--- src/rtl/pfi_pkg.sv ---
package pfi_pkg;
   // Level used for redirected non-read prefetches
   localparam int unsigned LVL_L2 = 2;

   // Requests allowed this cycle: bounded by occupancy and ports, zero when stalled
   function automatic int unsigned issue_count(int unsigned occ, int unsigned ports,
                                               logic q_full);
      if (q_full) return 0;
      return (ports < occ) ? ports : occ;
   endfunction
endpackage

--- src/rtl/pfi_qualify.sv ---
module pfi_qualify #(
   parameter int DEPTH = 4,
   parameter int LVL_W = 2,
   parameter int CW    = 3
) (
   input  logic             cand_valid,
   input  logic             cand_addr_rdy,
   input  logic             cand_uncached,
   input  logic             cand_prefetched,
   input  logic [LVL_W-1:0] cfg_dflt_lvl,
   input  logic [CW-1:0]    count,
   output logic             accept
);
   logic pf_enabled;
   logic has_room;

   assign pf_enabled = |cfg_dflt_lvl;
   assign has_room   = count < CW'(DEPTH);
   assign accept     = cand_valid & pf_enabled & has_room & cand_addr_rdy
                       & ~cand_uncached & ~cand_prefetched;
endmodule

--- src/rtl/pfi_table.sv ---
module pfi_table #(
   parameter int DEPTH = 4,
   parameter int AW    = 32,
   parameter int CW    = 3
) (
   input  logic                        clk,
   input  logic                        rst_n,
   input  logic [CW-1:0]               n_iss,
   input  logic                        ins,
   input  logic [AW-1:0]               ins_addr,
   input  logic                        ins_wr,
   output logic [DEPTH-1:0][AW-1:0]    ent_addr,
   output logic [DEPTH-1:0]            ent_wr,
   output logic [CW-1:0]               count
);
   logic [CW-1:0] remain;

   assign remain = count - n_iss;

   always_ff @(posedge clk) begin
      if (!rst_n) count <= '0;
      else        count <= remain + CW'(ins);
   end

   // Each entry takes the survivor n_iss places above it, or the new candidate
   for (genvar g = 0; g < DEPTH; g++) begin : g_ent
      logic [AW-1:0] nxt_addr;
      logic          nxt_wr;
      always_comb begin
         nxt_addr = ent_addr[g];
         nxt_wr   = ent_wr[g];
         for (int s = g; s < DEPTH; s++) begin
            if (CW'(s - g) == n_iss) begin
               nxt_addr = ent_addr[s];
               nxt_wr   = ent_wr[s];
            end
         end
         if (ins && (CW'(g) == remain)) begin
            nxt_addr = ins_addr;
            nxt_wr   = ins_wr;
         end
      end
      always_ff @(posedge clk) begin
         if (!rst_n) begin
            ent_addr[g] <= '0;
            ent_wr[g]   <= 1'b0;
         end else begin
            ent_addr[g] <= nxt_addr;
            ent_wr[g]   <= nxt_wr;
         end
      end
   end
endmodule

--- src/rtl/pfi_issue.sv ---
module pfi_issue
   import pfi_pkg::*;
#(
   parameter int DEPTH  = 4,
   parameter int AW     = 32,
   parameter int LVL_W  = 2,
   parameter int PORT_W = 3,
   parameter int CW     = 3
) (
   input  logic [CW-1:0]              count,
   input  logic [PORT_W-1:0]          free_ports,
   input  logic                       l1q_full,
   input  logic [DEPTH-1:0][AW-1:0]   ent_addr,
   input  logic [DEPTH-1:0]           ent_wr,
   input  logic [LVL_W-1:0]           cfg_dflt_lvl,
   input  logic                       cfg_wr_l2,
   output logic [CW-1:0]              n_iss,
   output logic [DEPTH-1:0]           req_valid,
   output logic [DEPTH*AW-1:0]        req_addr,
   output logic [DEPTH*LVL_W-1:0]     req_lvl,
   output logic [DEPTH-1:0]           req_excl
);
   assign n_iss = CW'(issue_count(32'(count), 32'(free_ports), l1q_full));

   for (genvar k = 0; k < DEPTH; k++) begin : g_slot
      assign req_valid[k]             = CW'(k) < n_iss;
      assign req_addr[k*AW +: AW]     = ent_addr[k];
      assign req_excl[k]              = ent_wr[k];
      assign req_lvl[k*LVL_W +: LVL_W] = (ent_wr[k] && cfg_wr_l2) ? LVL_W'(LVL_L2)
                                                                 : cfg_dflt_lvl;
   end
endmodule

--- src/rtl/pfi_issue_ctrl.sv ---
module pfi_issue_ctrl #(
   parameter  int DEPTH  = 4,
   parameter  int AW     = 32,
   parameter  int LVL_W  = 2,
   parameter  int PORT_W = 3,
   localparam int CW     = $clog2(DEPTH + 1)
) (
   input  logic                    clk,
   input  logic                    rst_n,
   input  logic [LVL_W-1:0]        cfg_dflt_lvl,
   input  logic                    cfg_wr_l2,
   input  logic [PORT_W-1:0]       free_ports,
   input  logic                    l1q_full,
   input  logic                    cand_valid,
   input  logic [AW-1:0]           cand_addr,
   input  logic                    cand_write,
   input  logic                    cand_addr_rdy,
   input  logic                    cand_uncached,
   input  logic                    cand_prefetched,
   output logic                    cand_accept,
   output logic [DEPTH-1:0]        req_valid,
   output logic [DEPTH*AW-1:0]     req_addr,
   output logic [DEPTH*LVL_W-1:0]  req_lvl,
   output logic [DEPTH-1:0]        req_excl,
   output logic [CW-1:0]           tbl_count
);
   // Elaboration-time parameter checks
   if (DEPTH < 1)  begin : g_bad_depth $error("DEPTH must be at least 1"); end
   if (LVL_W < 2)  begin : g_bad_lvl   $error("LVL_W must hold level 2"); end
   if (PORT_W < 1) begin : g_bad_port  $error("PORT_W must be at least 1"); end

   logic [DEPTH-1:0][AW-1:0] ent_addr;
   logic [DEPTH-1:0]         ent_wr;
   logic [CW-1:0]            n_iss;

   pfi_qualify #(.DEPTH(DEPTH), .LVL_W(LVL_W), .CW(CW)) u_qual (
      .cand_valid     (cand_valid),
      .cand_addr_rdy  (cand_addr_rdy),
      .cand_uncached  (cand_uncached),
      .cand_prefetched(cand_prefetched),
      .cfg_dflt_lvl   (cfg_dflt_lvl),
      .count          (tbl_count),
      .accept         (cand_accept)
   );

   pfi_table #(.DEPTH(DEPTH), .AW(AW), .CW(CW)) u_tbl (
      .clk     (clk),
      .rst_n   (rst_n),
      .n_iss   (n_iss),
      .ins     (cand_accept),
      .ins_addr(cand_addr),
      .ins_wr  (cand_write),
      .ent_addr(ent_addr),
      .ent_wr  (ent_wr),
      .count   (tbl_count)
   );

   pfi_issue #(.DEPTH(DEPTH), .AW(AW), .LVL_W(LVL_W), .PORT_W(PORT_W), .CW(CW)) u_iss (
      .count       (tbl_count),
      .free_ports  (free_ports),
      .l1q_full    (l1q_full),
      .ent_addr    (ent_addr),
      .ent_wr      (ent_wr),
      .cfg_dflt_lvl(cfg_dflt_lvl),
      .cfg_wr_l2   (cfg_wr_l2),
      .n_iss       (n_iss),
      .req_valid   (req_valid),
      .req_addr    (req_addr),
      .req_lvl     (req_lvl),
      .req_excl    (req_excl)
   );
endmodule

--- config.mk ---
export PLATFORM = sky130hd
export DESIGN_NAME = pfi_issue_ctrl
export DESIGN_NICKNAME = d
export VERILOG_FILES = /design/src/rtl/pfi_pkg.sv /design/src/rtl/pfi_qualify.sv /design/src/rtl/pfi_table.sv /design/src/rtl/pfi_issue.sv /design/src/rtl/pfi_issue_ctrl.sv
export SDC_FILE = /design/constraint.sdc
export NUM_CORES = 1
export LEC_CHECK = 0
export ABC_AREA = 1
export BUFFER_PORTS_ARGS = -buffer_cell sky130_fd_sc_hd__buf_2
export CORE_ASPECT_RATIO = 1.2
export CORE_MARGIN = 10
export CORE_UTILIZATION = 55
export CTS_CLUSTER_DIAMETER = 50
export DETAILED_ROUTE_END_ITERATION = 6
export GPL_ROUTABILITY_DRIVEN = 0
export GPL_TIMING_DRIVEN = 1
export PLACE_DENSITY_LB_ADDON = 0.08
export SYNTH_ARGS = -nofsm -noshare
export SYNTH_HDL_FRONTEND = slang
export SYNTH_SLANG_ARGS = --single-unit
--- constraint.sdc ---
create_clock -name clk -period 6 [get_ports clk]
set_input_delay 1.2 -clock clk [delete_from_list [all_inputs] [get_ports clk]]
set_output_delay 1.2 -clock clk [all_outputs]
set_load 0.01 [all_outputs]
Yosys cells after proc, flatten, opt, wreduce, memory -nomap -nowiden
Cells that the tools add are included.
Operators by class
  add/subtract/negate cells: 2
  $lt $le $gt $ge: 6
  equal/unequal tests: 6
  muxes and demuxes: 25
  bitwise operators: 7
  reduce and logical (&&, ||, !) cells: 13
Operator list (count)
  two-way mux 32 bit: 9
  equality test 2 x 3 -> 1 bit (first input constant): 4
  two-way mux 1 bit: 10
  logical AND 1 bit: 8
  two-way mux 2 bit: 4
  equality test 1 x 3 -> 1 bit (first input constant): 2
  < comparator 1 x 3 -> 1 bit (first input constant): 2
  < comparator 2 x 3 -> 1 bit (first input constant): 2
  two-way mux 3 bit: 2
  AND 1 bit: 5
  nonzero test 4 bit: 1
  adder 3 x 1 -> 3 bit: 1
  logical NOT 3 bit: 1
  < comparator 3 bit: 1
  < comparator 3 bit (second input constant): 1
  nonzero test 3 bit: 1
  subtractor 3 bit: 1
  inverter 1 bit: 2
  nonzero test 2 bit: 1
  OR reduction 2 bit: 1
Word-level totals
  bits in registers: 135
  input port bits: 46
  word-level logic and storage cells: 68

Logic depth before layout (Yosys ltp)
Gate-level depths: netlist of the first run.
  depth in word-level cells: 8
  mapped depth: 22
  depth with buffers taken out: 20

Modules after synthesis
A second synthesis of the first run with hierarchy kept.
Second synthesis, totals
  cells, all modules: 1549
  area, all modules: 9394.0 um2
By module, submodules not included
  pfi_table: times used 1, cells each 1360, area each 8116.5 um2, sequential area each 2702.6 um2
  pfi_issue: times used 1, cells each 180, area each 1241.2 um2, sequential area each 0.0 um2
  pfi_qualify: times used 1, cells each 9, area each 36.3 um2, sequential area each 0.0 um2

Worst setup path after synthesis of the first run
Ideal clock, no wire load.
  kind: input to output
  start point: in free_ports[2]
  end point: out req_valid[2]
  arrival: 2.733 ns
  required time: 4.800 ns
  slack: 2.067 ns
  stages on the path: 12
  path buffers: 2
  path through: ha_1 -> a21oi_4 -> nand2_1 -> nand2_1 -> inv_1 -> nor2_2 -> buf_6 -> inv_4 -> nand2_4 -> buf_2 -> inv_1 -> nor2_1
Between the ends
  longest elaborated chain between the ends: 4
Ends and longest elaborated chain
  start, declared: RTL line pfi_issue_ctrl.sv:12  | input logic [PORT_W-1:0] free_ports,
  < comparator 3 bit: RTL line pfi_pkg.sv:9  | return (ports < occ) ? ports : occ;
  two-way mux 3 bit * (2 in series): RTL line pfi_pkg.sv:9
  < comparator 2 x 3 -> 1 bit *: RTL line pfi_issue.sv:26  | assign req_valid[k] = CW'(k) < n_iss;
  end, declared: RTL line pfi_issue_ctrl.sv:21  | output logic [DEPTH-1:0] req_valid,
Every way passes the cells marked *; elsewhere a longest branch is shown, timed or not.

Worst setup path after layout of the first run
Same ends and word-level chain as after synthesis.

==> results of run 1 <==
sequential cells by signal, summed over array words and instances, names as in the netlist:
register and flops:
u_tbl.ent_wr 4, u_tbl.ent_addr 128, u_tbl.count 3
per-layer routing:
layer  GRT usage  part of all wire  wire length, um
met1       0.315              0.39             9980
met2       0.427              0.49            12400
met3      0.0741             0.097             2470
met4       0.108             0.023              593
met5           0           0.00071               18
stage by stage:
| stage | worst slack, ns | utilization | hold slack, ns | cell area (sq um) | cells |
|---|---|---|---|---|---|
| floorplan | 2.07 | - | 0.517 | 7490 | 1115 |
| global placement | 1.24 | 0.626 | 0.485 | 8330 | 1397 |
| detailed placement | 1.17 | 0.626 | 0.490 | 8330 | 1397 |
| CTS | 1.27 | 0.675 | 0.500 | 8970 | 1429 |
| global route | 1.05 | 0.675 | 0.526 | 8970 | 1429 |
| finish | 1.23 | 0.675 | 0.499 | 8970 | 1429 |
cell usage in the layout, fill, tap and decap left out, types with 2 or more instances in the layout:
master and n:
nand3_4 2, ha_1 5, nand4_1 16, o21ai_0 66, o211ai_1 34, o211a_1 32, nor2_1 37, a21oi_1 114
inv_2 7, nand3_2 3, clkinv_4 2, nand2_4 2, inv_1 86, clkbuf_16 17, clkinv_2 4, nand3b_1 2
dfxtp_1 135, nand3_1 151, nor2_4 3, a21oi_2 9, bufinv_16 5, o21ai_1 3, buf_2 193, buf_4 11
clkinvlp_4 2, nand2_1 309
power by group through the flow:
stage	clock (mW)	combinational [mW]	sequential (mW)
2_1_floorplan	0	0.673	1.02
3_3_place_gp	0	0.927	0.999
3_5_place_dp	0	0.939	1.00
4_1_cts	1.16	0.946	0.981
5_1_grt	1.20	1.04	0.987
6_report	1.15	0.954	0.981
path summary, 6_finish.rpt:
check	from	slack, ns	end	cells after the start
setup / recovery	free_ports[2]	1.23	req_valid[2]	10
hold / removal	u_tbl.ent_addr[36]	0.50	u_tbl.ent_addr[36]	2
hold reg to reg	u_tbl.ent_addr[36]	0.50	u_tbl.ent_addr[36]	2
setup reg to reg	u_tbl.count[2]	1.97	u_tbl.ent_addr[59]	16
cell families (layout without fill, tap and decap cells):
logic type / count (synthesis) / after routing / synth area share
and+or+nand+nor: 529 / 529 / 0.306
AOI/OAI and AO/OA: 259 / 259 / 0.212
buffers and inverters: 186 / 332 / 0.111
DFF: 135 / 135 / 0.361
adders and majority gates: 6 / 6 / 0.0110
worst min-delay path, cell delays in order, from the launching register on:
cell	delay [ns]
dfxtp_1	0.32
nand3_1	0.08
a21oi_1	0.06
cell type report:
class                   instances  area [sq um]  area share
clock buffers                  19           443      0.0494
clock inverters                13           203      0.0226
inverters                      95           359      0.0400
multi-input cells             794          3990       0.444
flip-flops and latches        135          2700       0.301
well taps                     168           210      0.0234
repair buffers                205          1070       0.119
==> summary.md, run 1 <==
| Metric | Value |
|---|---|
| Synth area leader | `dfxtp_1` |
| I/O pin total | `194` |
| CP endpoint kind | `primary output` |
| Core ar. | `13,300 sq um` |
| Layout Skew | `0.00659 ns` |
| Final Cycle Share | `0.795` |
| Longest Clk Path Bufs | `2` |
| H-tree level count | `4` |
| I/O Buffers | `193` |
| Max-slew headroom | `0.263` |
| Sw frac | `0.372` |
| Avg WL per Cell | `17.8 um` |
| First-pass GRT wire length | `40,700 um` |
| Dominant cell by count in the synthesized netlist | `nand2_1` |
| Row count | `46` |
| Synthesized cell area | `7490 sq um` |
| Synthesis Warnings | `0` |
| Cell Pwr Density | `344 nW/um^2` |
| Starting Density | `0.564` |
| Status | `completed` |
| Max cap viols | `0` |
| Fin crit period | `approximately 4.8 ns` |
| Post-Synthesis Cells | `approximately 1,100` |
| Via density | `5.75` |
| Total wire length | `approximately 25,000 um` |
| Commonest cells post-synth | `nand2_1 (309), nand3_1 (153), dfxtp_1 (135)` |
| P_leak | `4.46 nW` |
| Resized Gates After CTS | `0` |
| Worst hold path class | `reg2reg` |
| Initial antenna violation count | `1` |
| Worst Setup Start Kind | `primary input` |
| DR vias | `8,210` |
| Max VDD drop | `0.283 mV` |
| Layout net count | `about 1,300` |
| HPWL Detailed | `15,400 um` |
| Pin count of the biggest net entering global routing | `100` |
| Area growth, synth to finish | `19.7%` |
| Actual slew at the worst max-slew pin | `roughly 1.1 ns` |
| Post-CTS Setup Repair Bufs | `0` |
| Die width | `127 um` |
| Largest stage delay on the critical path | `slightly above 0.6 ns` |
| Layout fillers | `1,238` |
| Fmax | `210 MHz` |
| Worst-Skew Late Latency | `0.42 ns` |
| Asr flop ratio synth | `0` |
| Comb pwr share | `0.309` |
| Number of synthesized flops with an enable pin | `0` |
| Total CTS buffers | `17` |
| Vias in the first global route | `roughly 7,700` |
| Synth Flop Type | `dfxtp_1` |
| GRT overflow | `0` |
| Mapped Nets | `about 1,200` |
| # hold bufs at CTS | `0` |
| Sequential element share of the synthesized area | `0.361` |
| Final Hold Vio Count | `0` |
| DRT iter0 DRCs | `860` |
| Setup CP Type | `in2out` |
| DRT antenna net count | `0` |
| CP bufs+invs | `3` |
| CTS clock-pin slew for the worst setup and hold paths | `0.06 ns` |
| Root Driver | `clkbuf_16` |
| Switching power | `1.15 mW` |
| CP Cell Sequence | `buf_2 -> ha_1 -> a21oi_4 -> nand2_1 -> o21ai_0 -> nand2_1 -> nand2_4 -> inv_1 -> nor2_1 -> buf_2` |
| DIE AREA | `18,700 sq um` |
| Synth top area cells | `dfxtp_1 (36%), nand2_1 (15%), nand3_1 (10%), a21oi_1 (7.6%), o21ai_0 (4.4%)` |
| Slew Viols, Final | `0` |
| CP max stage cell | `nand2_4` |
| Drt pass-1 iters | `5` |
| RSZ-0062 raised after global routing | `no` |
| Worst Path Max Fanout | `35` |
| #FFs+latches synth | `around 140` |
| GRT Total Usage | `0.262` |
| # diodes | `0` |
| CTS tree | `built` |
| Total power | `3.09 mW` |
| Yosys cell types | `31` |
| Clock share of power | `0.373` |
| Die height | `148 um` |
| Top-area cell type share of the netlist area | `0.361` |
| Flop pwr share | `0.318` |
| CP delay by family, top | `simple AND/OR/NAND/NOR gates` |
| Cell internal pwr | `approximately 1.9 mW` |
| CTS sink cnt | `135` |
| Final setup violation count | `0` |
| # DRC | `0` |
| WP data required | `about 4.8 ns` |
| Setup TNS | `0 ns` |
| Arrival time worst endpoint | `3.57 ns` |
| Avg Inst Size Synth | `about 6.7 sq um` |
| Fraction of layout cells with a size suffix above 1 | `0.211` |
Power figures use the tool's default switching activity.
==> run 2, diff against run 1 <==
- ABC_AREA: 1 -> 0
- CORE_UTILIZATION: 55 -> 47
- clock period: 6 -> 3.9 ns (I/O delays scaled with it)
==> summary.md, run 2 <==
| Metric | Value |
|---|---|
| Commonest cells post-synth | `dfxtp_1 (135), o21ai_0 (111), nand2_1 (72)` |
| Post-CTS Setup Repair Bufs | `0` |
| Max reg flops | `128` |
| Synth area leader | `dfxtp_1` |
| # diodes | `0` |
| Largest family of logic cells by synthesized area | `compound AO/OA/AOI/OAI gates` |
| Longest Clk Path Bufs | `2` |
| R2R depth | `12` |
| Avg WL per Cell | `22.1 um` |
| Asr flop ratio synth | `0` |
| Via density | `6.26` |
| First-pass GRT wire length | `37,300 um` |
| Cell internal pwr | `between 2 and 3 mW` |
| Worst Path Max Fanout | `36` |
| Max VDD drop | `approximately 0.48 mV` |
| Fin util | `0.606` |
| Slew Viols, Final | `0` |
| Post-Synthesis Cells | `755` |
| Final Cycle Share | `0.935` |
| Clock share of power | `0.391` |
| Actual slew at the worst max-slew pin | `1.28 ns` |
| Die height | `150 um` |
| Resized Gates After CTS | `0` |
| CTS sink cnt | `roughly 140` |
| Final Hold Vio Count | `0` |
| Reg2reg start | `u_tbl.count[1]` |
| Sequential element share of the synthesized area | `0.407` |
| Commonest non-fill, non-tap cell in the layout | `buf_2` |
| Drt pass-1 iters | `7` |
| I/O Buffers | `roughly 190` |
| Total CTS buffers | `17` |
| H-tree level count | `4` |
| Worst hold path class | `reg2reg` |
| Layout fillers | `1,221` |
| Simple-gate share of the synthesized area | `0.135` |
| Flop pwr share | `0.340` |
| Avg Inst Size Synth | `8.80 sq um` |
| Layout net count | `969` |
| P_leak | `around 3.6 nW` |
| CTS clock-pin slew for the worst setup and hold paths | `0.06 ns` |
| CP endpoint kind | `primary output` |
| Failing checks | `DRC` |
| I/O pin total | `194` |
| Highest-count cells in the layout ignoring fill and taps | `buf_2 (193), dfxtp_1 (135), o21ai_0 (111)` |
| HPWL Detailed | `15,500 um` |
| Crit path from | `u_tbl.count[1]` |
| Critical Path End | `req_valid[0]` |
| Die width | `between 100 and 150 um` |
| RSZ-0062 raised after global routing | `no` |
| Pin count of the biggest net entering global routing | `79` |
| Root Driver | `clkbuf_16` |
| DRT antenna net count | `0` |
| Fraction of layout cells with a size suffix above 1 | `0.274` |
| Worst Setup Start Kind | `register` |
| Synthesized cell area | `roughly 6600 sq um` |
| Reg-to-reg slack, setup | `0.26 ns` |
| GRT overflow | `0` |
| # hold bufs at CTS | `0` |
| Worst-Skew Late Latency | `0.43 ns` |
| Register area | `2700 sq um` |
| Hold Crit Start | `u_tbl.ent_addr[25]` |
| Synth top area cells | `dfxtp_1 (41%), mux2i_1 (10%), o21ai_0 (8.4%), a221o_1 (5.0%), a222oi_1 (5.0%)` |
| Core ar. | `between 10,000 and 15,000 sq um` |
| Mapped Nets | `807` |
| Xor and xnor area share after synthesis | `0.00132` |
| DIE AREA | `between 15,000 and 20,000 sq um` |
| Switching power | `1.50 mW` |
| Biggest regs | `u_tbl.ent_addr: 128 flops, u_tbl.ent_wr: 4 flops, u_tbl.count: 3 flops` |
| Dominant cell by count in the synthesized netlist | `dfxtp_1` |
| Max cap viols | `0` |
| Final setup violation count | `0` |
| Synthesis Warnings | `0` |
| Number of synthesized flops with an enable pin | `0` |
| Compound-Gate Fraction of Synth Area | `0.287` |
| Vias in the first global route | `6,878` |
| Initial antenna violation count | `0` |
| Fin crit period | `3.65 ns` |
| GRT Total Usage | `0.239` |
| Status | `finished, violations left` |
| WP data required | `3.12 ns` |
| Fin Hold WS | `between 0.4 and 0.5 ns` |
| Total wire length | `24,300 um` |
| DR vias | `6,897` |
| Synth Flop Type | `dfxtp_1` |
| #FFs+latches synth | `135` |
| Adder-Cell Fraction of Synth Area | `0.0124` |
| Layout Skew | `0.00795 ns` |
| DRT iter0 DRCs | `978` |
| Worst r2r dst | `u_tbl.ent_addr[27]` |
| Starting Density | `0.481` |
| Setup CP Type | `reg2out` |
| CTS tree | `built` |
| # DRC | `3` |
| Reg with most FFs | `u_tbl.ent_addr` |
| Yosys cell types | `45` |
| Mux share of post-synthesis cell area | `0.105` |
| Fmax | `274 MHz` |
| Arrival time worst endpoint | `2.87 ns` |
| Area of the multi-input gates | `around 3700 sq um` |
| Cell Pwr Density | `~530 nW/um^2` |
| Sw frac | `0.340` |
| Comb pwr share | `0.269` |
| Top-area cell type share of the netlist area | `0.407` |
| Row count | `47` |
| Area growth, synth to finish | `26.1%` |
| Max-slew headroom | `0.137` |
run 2: critical path, cell delays in order, from the launching register on:
cell and delay [ns]:
dfxtp_1 0.44, inv_1 0.17, ha_1 0.32, nand2_1 0.09
o21ai_4 0.21, mux2i_4 0.26, buf_4 0.43, o21ai_0 0.18
nand2b_1 0.17, buf_2 0.16
run 2: cells by family (layout without fill, tap and decap cells):
group | Yosys count | after routing
AO/OA/AOI/OAI | 292 | 292
AND/OR/NAND/NOR | 174 | 176
buffers and inverters | 78 | 251
multiplexers | 69 | 69
XOR/XNOR | 1 | 1
flip-flops | 135 | 135
adder cells (fa/ha/maj) | 6 | 6
run 2: cell type report:
class / instances / area share
Inverter: 8 / 0.00358
Sequential cell: 135 / 0.323
Multi-Input combinational cell: 544 / 0.437
Clock inverter: 11 / 0.0205
Tap cell: 171 / 0.0255
Clock buffer: 21 / 0.0550
Timing Repair Buffer: 211 / 0.136
run 2: worst min-delay path by stage:
stage / depth (start not counted) / slack, ns / end
global route: 1 / 0.51 / u_tbl.ent_addr[4]
floorplan: 2 / 0.51 / u_tbl.ent_addr[94]
CTS: 1 / 0.50 / u_tbl.ent_addr[25]
detailed placement: 1 / 0.48 / u_tbl.ent_addr[25]
global placement: 1 / 0.48 / u_tbl.ent_addr[4]
finish: 1 / 0.50 / u_tbl.ent_addr[25]
run 2: power by group through the flow:
stage	clock network (mW)	logic, mW	registers (mW)
3_3_place_gp	0	1.12	1.53
4_1_cts	1.74	1.15	1.50
2_1_floorplan	0	0.748	1.53
5_1_grt	1.80	1.27	1.50
6_report	1.73	1.19	1.50
3_5_place_dp	0	1.14	1.53
run 2: per-layer routing:
metal	GRT usage	part of all wire	up-vias
met5	0	0	-
li1	-	-	3149
met2	0.406	0.49	359
met1	0.280	0.39	3341
met3	0.0661	0.096	48
met4	0.0936	0.021	0
run 2: stage by stage:
| step | area, sq um | power, mW | cells | setup TNS (ns) | setup WS, ns |
|---|---|---|---|---|---|
| after floorplan | 6680 | 2.28 | 755 | 0 | 0.0543 |
| after global placement | 7720 | 2.65 | 1067 | 0 | 0.0538 |
| after detailed placement | 7720 | 2.67 | 1067 | -1.10 | -0.0433 |
| after CTS | 8350 | 4.39 | 1099 | 0 | 0.224 |
| after global routing | 8380 | 4.58 | 1101 | 0 | 0.0217 |
| final | 8380 | 4.41 | 1101 | 0 | 0.252 |
